===== src/rtl/cts_pkg.sv =====
package cts_pkg;

  localparam int TSEL_W    = 3;
  localparam int EXT_LINES = 4;

  typedef enum logic [TSEL_W-1:0] {
    TS_OFF  = 3'd0,
    TS_SW   = 3'd1,
    TS_B2B  = 3'd2,
    TS_TMR  = 3'd3,
    TS_EXT0 = 3'd4,
    TS_EXT1 = 3'd5,
    TS_EXT2 = 3'd6,
    TS_EXT3 = 3'd7
  } tsel_e;

  typedef enum logic [1:0] {
    PH_IDLE   = 2'd0,
    PH_SAMPLE = 2'd1,
    PH_CONV   = 2'd2
  } phase_e;

  // Decode of the trigger select: upper half picks an external line.
  function automatic logic trig_event(
    input logic [TSEL_W-1:0]    sel,
    input logic                 sw_bit,
    input logic                 b2b_free,
    input logic                 tick,
    input logic [EXT_LINES-1:0] ext
  );
    logic hit;
    if (sel[2]) begin
      hit = ext[sel[1:0]];
    end else begin
      case (sel[1:0])
        2'd1:    hit = sw_bit;
        2'd2:    hit = b2b_free;
        2'd3:    hit = tick;
        default: hit = 1'b0;
      endcase
    end
    return hit;
  endfunction

  // Sample span in clock cycles: 2*s+0.5 converter periods at double rate.
  function automatic int sample_span(input int setting);
    return 4 * setting + 1;
  endfunction

endpackage


===== src/rtl/cts_chan_latch.sv =====
module cts_chan_latch
  import cts_pkg::*;
#(
  parameter int CH_W = 5,
  parameter int IDX  = 0
) (
  input  logic                 clk,
  input  logic                 rst_n,
  input  logic                 en_i,
  input  logic [TSEL_W-1:0]    tsel_i,
  input  logic                 sw_wr_i,
  input  logic                 tick_i,
  input  logic [EXT_LINES-1:0] ext_i,
  input  logic                 busy_i,
  input  logic [CH_W-1:0]      act_ch_i,
  input  logic                 grant_i,
  output logic                 pend_o,
  output logic                 ovr_o
);

  logic sw_q, pend_q, ovr_q;
  logic busy_me, trig_w, merge_w;

  assign busy_me = busy_i && (act_ch_i == CH_W'(IDX));
  assign trig_w  = en_i && trig_event(tsel_i, sw_q, !pend_q && !busy_me, tick_i, ext_i);
  assign merge_w = trig_w && (pend_q || busy_me);

  always_ff @(posedge clk or negedge rst_n) begin
    if (!rst_n) begin
      sw_q   <= 1'b0;
      pend_q <= 1'b0;
      ovr_q  <= 1'b0;
    end else begin
      sw_q   <= en_i && (sw_wr_i || (sw_q && (tsel_i != TS_SW)));
      pend_q <= en_i && !grant_i && (pend_q || (trig_w && !busy_me));
      ovr_q  <= ovr_q || merge_w;
    end
  end

  assign pend_o = pend_q;
  assign ovr_o  = ovr_q;

  // overrun is sticky
  a_r8_ovr_sticky: assert property (@(posedge clk) disable iff (!rst_n)
    ovr_q |=> ovr_q);

  // a held request is not duplicated or dropped until granted
  a_r8_pend_hold: assert property (@(posedge clk) disable iff (!rst_n)
    (pend_q && en_i && !grant_i) |=> pend_q);

  // disable clears held state
  a_r10_off_clears: assert property (@(posedge clk) disable iff (!rst_n)
    !en_i |=> (!pend_q && !sw_q));

  // a software bit seen under software select becomes a request
  a_r3_sw_to_pend: assert property (@(posedge clk) disable iff (!rst_n)
    (en_i && sw_q && tsel_i == TS_SW && !busy_me && !grant_i) |=> pend_q);

endmodule


===== src/rtl/cts_arbiter.sv =====
module cts_arbiter #(
  parameter int NUM_CH = 20,
  parameter int PRIO_W = 4,
  parameter int CH_W   = 5
) (
  input  logic                     clk,
  input  logic                     rst_n,
  input  logic [NUM_CH-1:0]        pend_i,
  input  logic [NUM_CH*PRIO_W-1:0] prio_i,
  input  logic                     allow_i,
  output logic                     gnt_vld_o,
  output logic [CH_W-1:0]          gnt_idx_o
);

  logic              found;
  logic [CH_W-1:0]   best_idx;
  logic [PRIO_W-1:0] best_prio;

  // Strict less-than keeps the earlier (lower) index on a tie.
  always_comb begin
    found     = 1'b0;
    best_idx  = '0;
    best_prio = '0;
    for (int i = 0; i < NUM_CH; i++) begin
      if (pend_i[i] && (!found || prio_i[i*PRIO_W +: PRIO_W] < best_prio)) begin
        found     = 1'b1;
        best_idx  = CH_W'(i);
        best_prio = prio_i[i*PRIO_W +: PRIO_W];
      end
    end
  end

  assign gnt_vld_o = allow_i && found;
  assign gnt_idx_o = best_idx;

  // the granted channel is holding a request
  a_r4_grant_pending: assert property (@(posedge clk) disable iff (!rst_n)
    gnt_vld_o |-> pend_i[gnt_idx_o]);

  // no pending channel beats the grant on priority or index
  always_ff @(posedge clk) begin
    if (rst_n && gnt_vld_o) begin
      for (int i = 0; i < NUM_CH; i++) begin
        a_r4_lowest_prio: assert (!(pend_i[i] &&
          ((prio_i[i*PRIO_W +: PRIO_W] < best_prio) ||
           (prio_i[i*PRIO_W +: PRIO_W] == best_prio && CH_W'(i) < gnt_idx_o))));
      end
    end
  end

endmodule


===== src/rtl/cts_phase.sv =====
module cts_phase
  import cts_pkg::*;
#(
  parameter int PIN_W  = 5,
  parameter int SAMP_W = 4,
  parameter int CH_W   = 5
) (
  input  logic              clk,
  input  logic              rst_n,
  input  logic              en_i,
  input  logic              rdy_i,
  input  logic              gnt_vld_i,
  input  logic [CH_W-1:0]   gnt_idx_i,
  input  logic [SAMP_W-1:0] gnt_samp_i,
  input  logic [PIN_W-1:0]  gnt_pin_i,
  input  logic              done_i,
  output logic              idle_o,
  output logic              samp_o,
  output logic              busy_o,
  output logic [CH_W-1:0]   act_ch_o,
  output logic [PIN_W-1:0]  pin_o,
  output logic              cmpl_o,
  output logic [CH_W-1:0]   cmpl_ch_o
);

  localparam int CNT_W = SAMP_W + 2;

  phase_e            state_q;
  logic [CNT_W-1:0]  cnt_q;
  logic [CH_W-1:0]   act_q, cmpl_ch_q;
  logic [PIN_W-1:0]  pin_q;
  logic              cmpl_q;
  logic [CNT_W-1:0]  load_w;

  assign load_w = CNT_W'(sample_span(int'(gnt_samp_i)) - 1);

  always_ff @(posedge clk or negedge rst_n) begin
    if (!rst_n) begin
      state_q   <= PH_IDLE;
      cnt_q     <= '0;
      act_q     <= '0;
      pin_q     <= '0;
      cmpl_q    <= 1'b0;
      cmpl_ch_q <= '0;
    end else begin
      cmpl_q <= 1'b0;
      if (!en_i) begin
        state_q <= PH_IDLE;
      end else begin
        case (state_q)
          PH_IDLE: begin
            if (gnt_vld_i) begin
              state_q <= PH_SAMPLE;
              act_q   <= gnt_idx_i;
              pin_q   <= gnt_pin_i;
              cnt_q   <= load_w;
            end
          end
          PH_SAMPLE: begin
            if (cnt_q == '0) state_q <= PH_CONV;
            else             cnt_q   <= cnt_q - 1'b1;
          end
          PH_CONV: begin
            if (done_i) begin
              state_q   <= PH_IDLE;
              cmpl_q    <= 1'b1;
              cmpl_ch_q <= act_q;
            end
          end
          default: state_q <= PH_IDLE;
        endcase
      end
    end
  end

  assign idle_o    = (state_q == PH_IDLE);
  assign samp_o    = (state_q == PH_SAMPLE);
  assign busy_o    = (state_q != PH_IDLE);
  assign act_ch_o  = act_q;
  assign pin_o     = pin_q;
  assign cmpl_o    = cmpl_q;
  assign cmpl_ch_o = cmpl_ch_q;

  // input rule, the converter reports done only in the convert phase
  a_r6_done_only_conv: assert property (@(posedge clk) disable iff (!rst_n)
    (done_i && en_i) |-> (state_q == PH_CONV));

  // done returns to idle with a completion pulse
  a_r6_done_to_idle: assert property (@(posedge clk) disable iff (!rst_n)
    (state_q == PH_CONV && done_i && en_i) |=> (state_q == PH_IDLE && cmpl_q));

  // an expired sample count moves to the convert phase
  a_r5_sample_to_conv: assert property (@(posedge clk) disable iff (!rst_n)
    (state_q == PH_SAMPLE && cnt_q == '0 && en_i) |=> (state_q == PH_CONV));

  // completion is a single-cycle pulse
  a_r7_cmpl_single: assert property (@(posedge clk) disable iff (!rst_n)
    cmpl_q |=> !cmpl_q);

  // no grant leaves idle while the converter is not ready
  a_r11_hold_unready: assert property (@(posedge clk) disable iff (!rst_n)
    (state_q == PH_IDLE && !rdy_i) |=> (state_q == PH_IDLE));

  // disable abandons any phase
  a_r10_abort: assert property (@(posedge clk) disable iff (!rst_n)
    !en_i |=> (state_q == PH_IDLE && !cmpl_q));

endmodule


===== src/rtl/cts_top.sv =====
module cts_top
  import cts_pkg::*;
#(
  parameter int NUM_CH   = 20,
  parameter int NUM_PINS = 26,
  parameter int SAMP_W   = 4,
  parameter int PRIO_W   = 4,
  localparam int PIN_W   = $clog2(NUM_PINS),
  localparam int CH_W    = $clog2(NUM_CH)
) (
  input  logic                     clk,
  input  logic                     rst_n,
  input  logic                     en_i,
  input  logic                     conv_rdy_i,
  input  logic [NUM_CH*3-1:0]      cfg_tsel_i,
  input  logic [NUM_CH*PIN_W-1:0]  cfg_pin_i,
  input  logic [NUM_CH*SAMP_W-1:0] cfg_samp_i,
  input  logic [NUM_CH*PRIO_W-1:0] cfg_prio_i,
  input  logic [NUM_CH-1:0]        swtrig_wr_i,
  input  logic                     tmr_tick_i,
  input  logic [3:0]               ext_trig_i,
  input  logic                     conv_done_i,
  output logic                     samp_o,
  output logic [PIN_W-1:0]         samp_pin_o,
  output logic                     busy_o,
  output logic [CH_W-1:0]          act_ch_o,
  output logic                     cmpl_o,
  output logic [CH_W-1:0]          cmpl_ch_o,
  output logic [NUM_CH-1:0]        ovr_o
);

  logic [NUM_CH-1:0] pend_w;
  logic              idle_w, busy_w, gnt_vld_w;
  logic [CH_W-1:0]   gnt_idx_w, act_w;
  logic [SAMP_W-1:0] gnt_samp_w;
  logic [PIN_W-1:0]  gnt_pin_w;

  for (genvar c = 0; c < NUM_CH; c++) begin : g_chan
    cts_chan_latch #(.CH_W(CH_W), .IDX(c)) u_latch (
      .clk      (clk),
      .rst_n    (rst_n),
      .en_i     (en_i),
      .tsel_i   (cfg_tsel_i[c*TSEL_W +: TSEL_W]),
      .sw_wr_i  (swtrig_wr_i[c]),
      .tick_i   (tmr_tick_i),
      .ext_i    (ext_trig_i),
      .busy_i   (busy_w),
      .act_ch_i (act_w),
      .grant_i  (gnt_vld_w && (gnt_idx_w == CH_W'(c))),
      .pend_o   (pend_w[c]),
      .ovr_o    (ovr_o[c])
    );
  end

  cts_arbiter #(.NUM_CH(NUM_CH), .PRIO_W(PRIO_W), .CH_W(CH_W)) u_arb (
    .clk       (clk),
    .rst_n     (rst_n),
    .pend_i    (pend_w),
    .prio_i    (cfg_prio_i),
    .allow_i   (en_i && conv_rdy_i && idle_w),
    .gnt_vld_o (gnt_vld_w),
    .gnt_idx_o (gnt_idx_w)
  );

  // Configuration of the channel about to be granted.
  always_comb begin
    gnt_samp_w = '0;
    gnt_pin_w  = '0;
    for (int i = 0; i < NUM_CH; i++) begin
      if (gnt_idx_w == CH_W'(i)) begin
        gnt_samp_w = cfg_samp_i[i*SAMP_W +: SAMP_W];
        gnt_pin_w  = cfg_pin_i[i*PIN_W +: PIN_W];
      end
    end
  end

  cts_phase #(.PIN_W(PIN_W), .SAMP_W(SAMP_W), .CH_W(CH_W)) u_phase (
    .clk        (clk),
    .rst_n      (rst_n),
    .en_i       (en_i),
    .rdy_i      (conv_rdy_i),
    .gnt_vld_i  (gnt_vld_w),
    .gnt_idx_i  (gnt_idx_w),
    .gnt_samp_i (gnt_samp_w),
    .gnt_pin_i  (gnt_pin_w),
    .done_i     (conv_done_i),
    .idle_o     (idle_w),
    .samp_o     (samp_o),
    .busy_o     (busy_w),
    .act_ch_o   (act_w),
    .pin_o      (samp_pin_o),
    .cmpl_o     (cmpl_o),
    .cmpl_ch_o  (cmpl_ch_o)
  );

  assign busy_o   = busy_w;
  assign act_ch_o = act_w;

  // nothing is active in the first cycle after reset
  a_r1_reset_quiet: assert property (@(posedge clk)
    $rose(rst_n) |-> (!busy_o && !cmpl_o && ovr_o == '0));

  // a grant is only made with the converter idle and enabled
  a_r4_single_active: assert property (@(posedge clk) disable iff (!rst_n)
    (busy_o && en_i) |-> !gnt_vld_w);

endmodule


===== config.mk =====
export PLATFORM = sky130hd
export DESIGN_NAME = cts_top
export DESIGN_NICKNAME = d
export VERILOG_FILES = /design/src/rtl/cts_pkg.sv /design/src/rtl/cts_chan_latch.sv /design/src/rtl/cts_arbiter.sv /design/src/rtl/cts_phase.sv /design/src/rtl/cts_top.sv
export SDC_FILE = /design/constraint.sdc
export NUM_CORES = 1
export LEC_CHECK = 0
export CAP_MARGIN = 10
export CORE_MARGIN = 2
export CORE_UTILIZATION = 43
export DETAILED_ROUTE_END_ITERATION = 8
export PLACE_DENSITY = 0.79
export SKIP_CTS_REPAIR_TIMING = 1
export SYNTH_ARGS = -nofsm -noshare
export SYNTH_HDL_FRONTEND = slang
export SYNTH_SLANG_ARGS = --single-unit

===== constraint.sdc =====
create_clock -name clk -period 32.3 [get_ports clk]
set_clock_uncertainty 0.2 [all_clocks]
set_input_delay 8.075 -clock clk [delete_from_list [all_inputs] [get_ports clk]]
set_output_delay 8.075 -clock clk [all_outputs]
set_load 0.05 [all_outputs]

== Yosys cells after proc, flatten, opt, wreduce, memory -nomap -nowiden ==
Index checks and enable logic that the tools add are counted.
Word-level totals
  bits in registers: 84
  output and inout port bits: 38
  logic and storage cells: 832
  input port bits: 350
Cells by class
  reduce and logical (&&, ||, !) cells: 410
  order comparisons: 39
  multiplexer cells: 189
  equality and inequality tests: 125
  add/sub/neg operators: 3
Operator list (number)
  1-bit logical AND: 222
  4-bit 2-to-1 mux: 47
  5-bit 2-to-1 mux: 24
  1-bit logical OR: 99
  2-bit equality test (second input constant): 41
  5-bit by 4-bit equality test with 1-bit output (second input constant): 16
  1-bit zero test: 79
  4-bit less-than comparator: 19
  1-bit 2-to-1 mux: 64
  2-bit by 3-bit less-than comparator with 1-bit output (second input constant): 20
  3-bit by 1-bit inequality test with 1-bit output (second input constant): 20
  1-bit one-hot mux with 3 select lines: 20
  2-bit by 1-bit equality test with 1-bit output (second input constant): 21
  1-bit binary-select mux with 2-bit select: 20
  5-bit by 3-bit equality test with 1-bit output (second input constant): 8
  5-bit equality test (second input constant): 8
  5-bit by 2-bit equality test with 1-bit output (second input constant): 4
  2-bit 2-to-1 mux: 6
  3-bit 2-to-1 mux: 4
  6-bit 2-to-1 mux: 2
  6-bit one-hot mux with 2 select lines: 1
  5-bit by 1-bit equality test with 1-bit output (second input constant): 2
  5-bit zero test: 2
  3-bit AND reduction: 3
  other kinds (12): 14

== Depth between registers and ports, before layout ==
  depth after elaboration: 102
  depth in mapped cells: 172
  gate-level depth less buffers: 163

== Cells and area by module ==
A second synthesis with hierarchy kept.
Unflattened totals
  cell total of the unflattened synthesis: 1541
  area total of the unflattened synthesis: 12135.4 um2
By module, submodules not included
  cts_arbiter: instances 1, cells each 630, area each 4284.1 um2, sequential area each 0.0 um2
  cts_top: instances 1, cells each 323, area each 2160.8 um2, sequential area each 0.0 um2
  cts_phase: instances 1, cells each 99, area each 1133.6 um2, sequential area each 600.6 um2
  cts_chan_latch (g_chan[1].u_latch ...): instances 4, cells each 26, area each 237.7 um2, sequential area each 75.1 um2
  cts_chan_latch (g_chan[10].u_latch ...): instances 4, cells each 26, area each 232.7 um2, sequential area each 75.1 um2
  cts_chan_latch (g_chan[17].u_latch ...): instances 3, cells each 23, area each 222.7 um2, sequential area each 75.1 um2
  cts_chan_latch (g_chan[13].u_latch ...): instances 2, cells each 23, area each 226.5 um2, sequential area each 75.1 um2
  cts_chan_latch (g_chan[11].u_latch ...): instances 2, cells each 23, area each 220.2 um2, sequential area each 75.1 um2
  cts_chan_latch (g_chan[19].u_latch): instances 1, cells each 24, area each 235.2 um2, sequential area each 75.1 um2
  cts_chan_latch (g_chan[12].u_latch): instances 1, cells each 25, area each 226.5 um2, sequential area each 75.1 um2
  cts_chan_latch (g_chan[15].u_latch): instances 1, cells each 24, area each 220.2 um2, sequential area each 75.1 um2
  cts_chan_latch (g_chan[0].u_latch): instances 1, cells each 24, area each 217.7 um2, sequential area each 75.1 um2
  cts_chan_latch (g_chan[16].u_latch): instances 1, cells each 23, area each 214.0 um2, sequential area each 75.1 um2

== Worst setup path before layout ==
OpenSTA, ideal clock, no wires.
  path kind: input to register
  start: in cfg_prio_i[3]
  end: reg u_phase.cnt_q[4]
  library setup time: 103 ps
  arrival: 37068 ps
  path slack: -5072 ps
  buffers on the path: 7
  data required time: 31997 ps
  stages: 162
  path through: nand2_1 ha_1 a21oi_2 nand2_1 a31o_2 o21ai_0 a21oi_1 ha_1 o211ai_1 o2bb2ai_1 or4_1 nand2_2 mux2_2 ha_1 a21oi_1 a211o_1 nand4b_1 o22ai_1 [126 not listed] nor3b_1 o21ai_0 nand2_1 clkbuf_1 a21oi_1 ha_1 o21a_1 o21ai_0 a21o_1 nand2b_1 or4_1 a21oi_1 nand3_1 buf_2 o41ai_2 o311ai_1 and4_1 o41ai_2
Between the ends
  word-level cells in the longest chain between the ends: 102
  elaborated cells between the ends (all ways): 179
  classes of those cells: 2 x add/sub; 19 x order compare; 20 x eq/ne; 79 x mux; 59 x reduce/logical
Ends and longest elaborated chain
  start: declaration: RTL line cts_top.sv:18  | input logic [NUM_CH*PRIO_W-1:0] cfg_prio_i,
  4-bit 2-to-1 mux *: RTL line cts_arbiter.sv:25  | if (pend_i[i] && (!found || prio_i[i*PRIO_W +: PRIO_W] < best_prio)) begin
  4-bit less-than comparator: RTL line cts_arbiter.sv:25
  1-bit logical OR: RTL line cts_arbiter.sv:25
  1-bit logical AND: RTL line cts_arbiter.sv:25
  4-bit 2-to-1 mux / 1-bit 2-to-1 mux (equally long branches): RTL line cts_arbiter.sv:25
  4-bit less-than comparator / 1-bit zero test (equally long branches): RTL line cts_arbiter.sv:25
  1-bit logical OR: RTL line cts_arbiter.sv:25
  1-bit logical AND: RTL line cts_arbiter.sv:25
  [67 not listed]
  1-bit logical AND: RTL line cts_arbiter.sv:25
  5-bit 2-to-1 mux: RTL line cts_arbiter.sv:25
  5-bit zero test: RTL line cts_top.sv:70  | if (gnt_idx_w == CH_W'(i)) begin
  4-bit 2-to-1 mux (20 in series): RTL line cts_top.sv:70
  6-bit by 1-bit adder with 6-bit output: RTL line cts_pkg.sv:47  | return 4 * setting + 1;
  6-bit by 2-bit subtractor with 6-bit output: RTL line cts_phase.sv:35  | assign load_w = CNT_W'(sample_span(int'(gnt_samp_i)) - 1);
  6-bit 2-to-1 mux: RTL line cts_phase.sv:52  | if (gnt_vld_i) begin
  6-bit one-hot mux with 2 select lines: RTL line cts_phase.sv:50  | case (state_q)
  end signal: assignment: RTL line cts_phase.sv:56  | cnt_q <= load_w;
  end signal: assignment: RTL line cts_phase.sv:61  | else cnt_q <= cnt_q - 1'b1;
  end: declaration: RTL line cts_phase.sv:29  | logic [CNT_W-1:0] cnt_q;
Every way passes the cells marked *; elsewhere a longest branch is shown, timed or not. The select of a mux whose other input is x is not followed.
A chain may end at the register's enable or synchronous reset.

== Final worst setup path ==
  start: in cfg_prio_i[1]
  end: reg u_phase.cnt_q[3]
The elaborated chain is that of the path after synthesis.

==> results <==
[kinds of logic after synthesis]
| kind of cell | synth area share [%] |
|---|---|
| compound gates | 36.6 |
| xor+xnor | 0.432 |
| fa+ha+maj | 4.28 |
| buf+inv | 5.80 |
| flops | 17.7 |
| mux | 10.7 |
| simple gates | 24.4 |
[registers in the layout, summed over array words and instances, names as in the netlist]
name,count
g_chan.u_latch.ovr_o,20
u_phase.pin_o,5
u_phase.cmpl_o,1
u_phase.cmpl_ch_o,5
u_phase.act_ch_o,5
u_phase.state_q,2
g_chan.u_latch.sw_q,20
u_phase.cnt_q,6
g_chan.u_latch.pend_o,20
[area by class of cell]
class	instances	area [sq um]	share of cell area (%)
sequential	84	2100	10.2
clock buffer	10	239	1.16
inverter	75	287	1.39
multi-input combinational	1308	10600	51.3
antenna	3	7.51	0.0365
tap	341	427	2.07
clock inverter	6	93.8	0.456
timing repair buffer	763	6870	33.4
[stage by stage]
step	power [mW]	instance area (sq um)	hold slack [ns]	TNS [ns]
6_report	2.08	20600	0.275	-63.27
5_1_grt	2.18	20600	0.293	-101.39
4_1_cts	1.84	19300	0.279	-89.44
3_5_place_dp	1.72	19000	0.261	-100.24
3_3_place_gp	1.70	19000	0.259	-69.31
2_1_floorplan	1.04	12600	0.244	-73.37
[layer usage]
metal | part of all wire [%] | GRT usage, %
met3 | 7.9 | 5.51
met2 | 49 | 67.6
met5 | 0 | 0
met4 | 5.8 | 19.2
met1 | 37 | 45.2
[worst paths after layout]
check / start / cells past startpoint / slack [ns] / end
worst min-delay path: g_chan[6].u_latch.ovr_o / 1 / 0.27 / g_chan[6].u_latch.ovr_o
worst min register to register: g_chan[6].u_latch.ovr_o / 1 / 0.27 / g_chan[6].u_latch.ovr_o
min in group asynchronous: rst_n / 1 / 7.37 / u_phase.cmpl_o
worst max-delay path: cfg_prio_i[1] / 154 / -2.43 / u_phase.cnt_q[3]
max in group asynchronous: rst_n / 2 / 23.30 / g_chan[8].u_latch.sw_q
worst max register to register: g_chan[0].u_latch.pend_o / 154 / 4.25 / u_phase.cnt_q[3]
[where the power goes]
group	switching (mW)	leakage, nW	internal, mW
clock network	0.0502	0.165	0.0710
registers	0.0312	1.01	0.129
logic	0.941	7.26	0.859
total	1.02	8.44	1.06
[cells in the final DEF (no fill, tap or decap), drive strengths merged, types with 38 or more instances in the layout]
cell type / n
clkdlybuf4s50: 377
inv: 78
o21ai: 112
buf: 381
dfrtp: 84
and2: 39
nand3: 40
nor2: 129
a211oi: 38
mux2i: 59
nand2: 156
a21oi: 153
[synthesized netlist by cell type (all sizes together) (20+ instances only)]
cell / n / area, sq um
o21ai: 112 / 587
dfrtp: 84 / 2100
ha: 35 / 438
mux4: 20 / 450
nand2b: 20 / 125
a211oi: 38 / 318
o211ai: 30 / 225
buf: 40 / 260
clkbuf: 39 / 146
nand2: 156 / 598
mux2i: 59 / 611
nor2: 129 / 502
inv: 75 / 282
a21oi: 153 / 792
o21bai: 23 / 176
nand3: 40 / 205
a31oi: 33 / 225
nor3: 35 / 200
and2: 39 / 246
nor2b: 34 / 213
==> out/results.ini <==
[run_status]
status=complete, but fails checks
failed_checks=negative setup slack

[floorplanning]
rows=60
coreArea_sq_mm=0.0270
io_pins=388
start_util_pct=43.9
die_height_um=170
die_w_um=170
die-area_sq_mm=0.0290

[synth]
syn_nets=1931
synth_edf_count=0
syn_area_sq_mm=0.0119
ys_seq_elements=84
synth_top_flop_cell=dfrtp_1
syn_inst=1546
avgSynthCellArea_sq_um=7.68
yosys_warnings=0
synth_cell_types=120
async_reset_ff_share_pct=100
seq_area_frac_synth_pct=17.7

[finish]
fin_nets=2626
final_util_pct=76.2
final_cells=2590
final.fill_count=1978
areaGrowthSynthToFinish_pct=73.4
layout-drive-gt1-share_pct=32.1

[timing]
final.period_utilization_pct=108
worst_pin_slew_ns=1.21
rsz0062_at_grt=true
final_max_slew_viol_count=0
setup_violations=34
fmax_ghz=0.0288
hold_viol=0
post-route-min-period_ns=34.73
maxSlewHeadroom_pct=19.2
postLayoutSetupSlackWorst_ns=-2.43

[setup_path]
crit_path_max_fanout=8
endpoint_kind=flip-flop
worstSetupStartpointType=input port
critical_path_buf_inv_count=18
cpMostUsedCell=ha_4
critPathTopFamily=compound AO/OA/AOI/OAI gates
criticalPathCategory=in2reg
critPathSlowestCell=or4_4
required_ns=32.36
critPathMaxStageDelay_ns=0.58
arrival_ns=34.79

[detailed_routing]
drt_first_pass_iters=6
drc=0
drt_wl_total_um=59000
wl_per_cell_um=22.8
via_per_inst=6.28
drt_iter0_markers=1488
vias=16300
antenna_left=0

[placement]
dp.final_hpwl_um=47100
dp.cells=2520
io_buffers=387
globalplace.congestion=1.02
pre_cts_ws_ns=-3.59

[clocking]
clock_sinks=84
clock_path_buffers=2
htree_levels=3
clock_tree.root_cell=clkbuf_16
clk_latency_ns=0.36
clkTransAtPathRegs_ns=0.07
cts_tree=done
numCtsBuffers=9

[pwr]
power.leakage_nw=8.44
peakVddDrop_v=0.0000812
power.density_mw_per_mm2=101

[job]
drv_cap=0

[grt]
grt_max_degree=71
grt_pass1_vias=15900
grt_pass1_wl_um=86600
grt-ovfl-total=0
antenna_found_initial=2
grt_use_total_pct=38.3

[worst_hold_path]
holdCritPathClass=reg2reg

No activity file was read; power rests on OpenSTA's default activity.
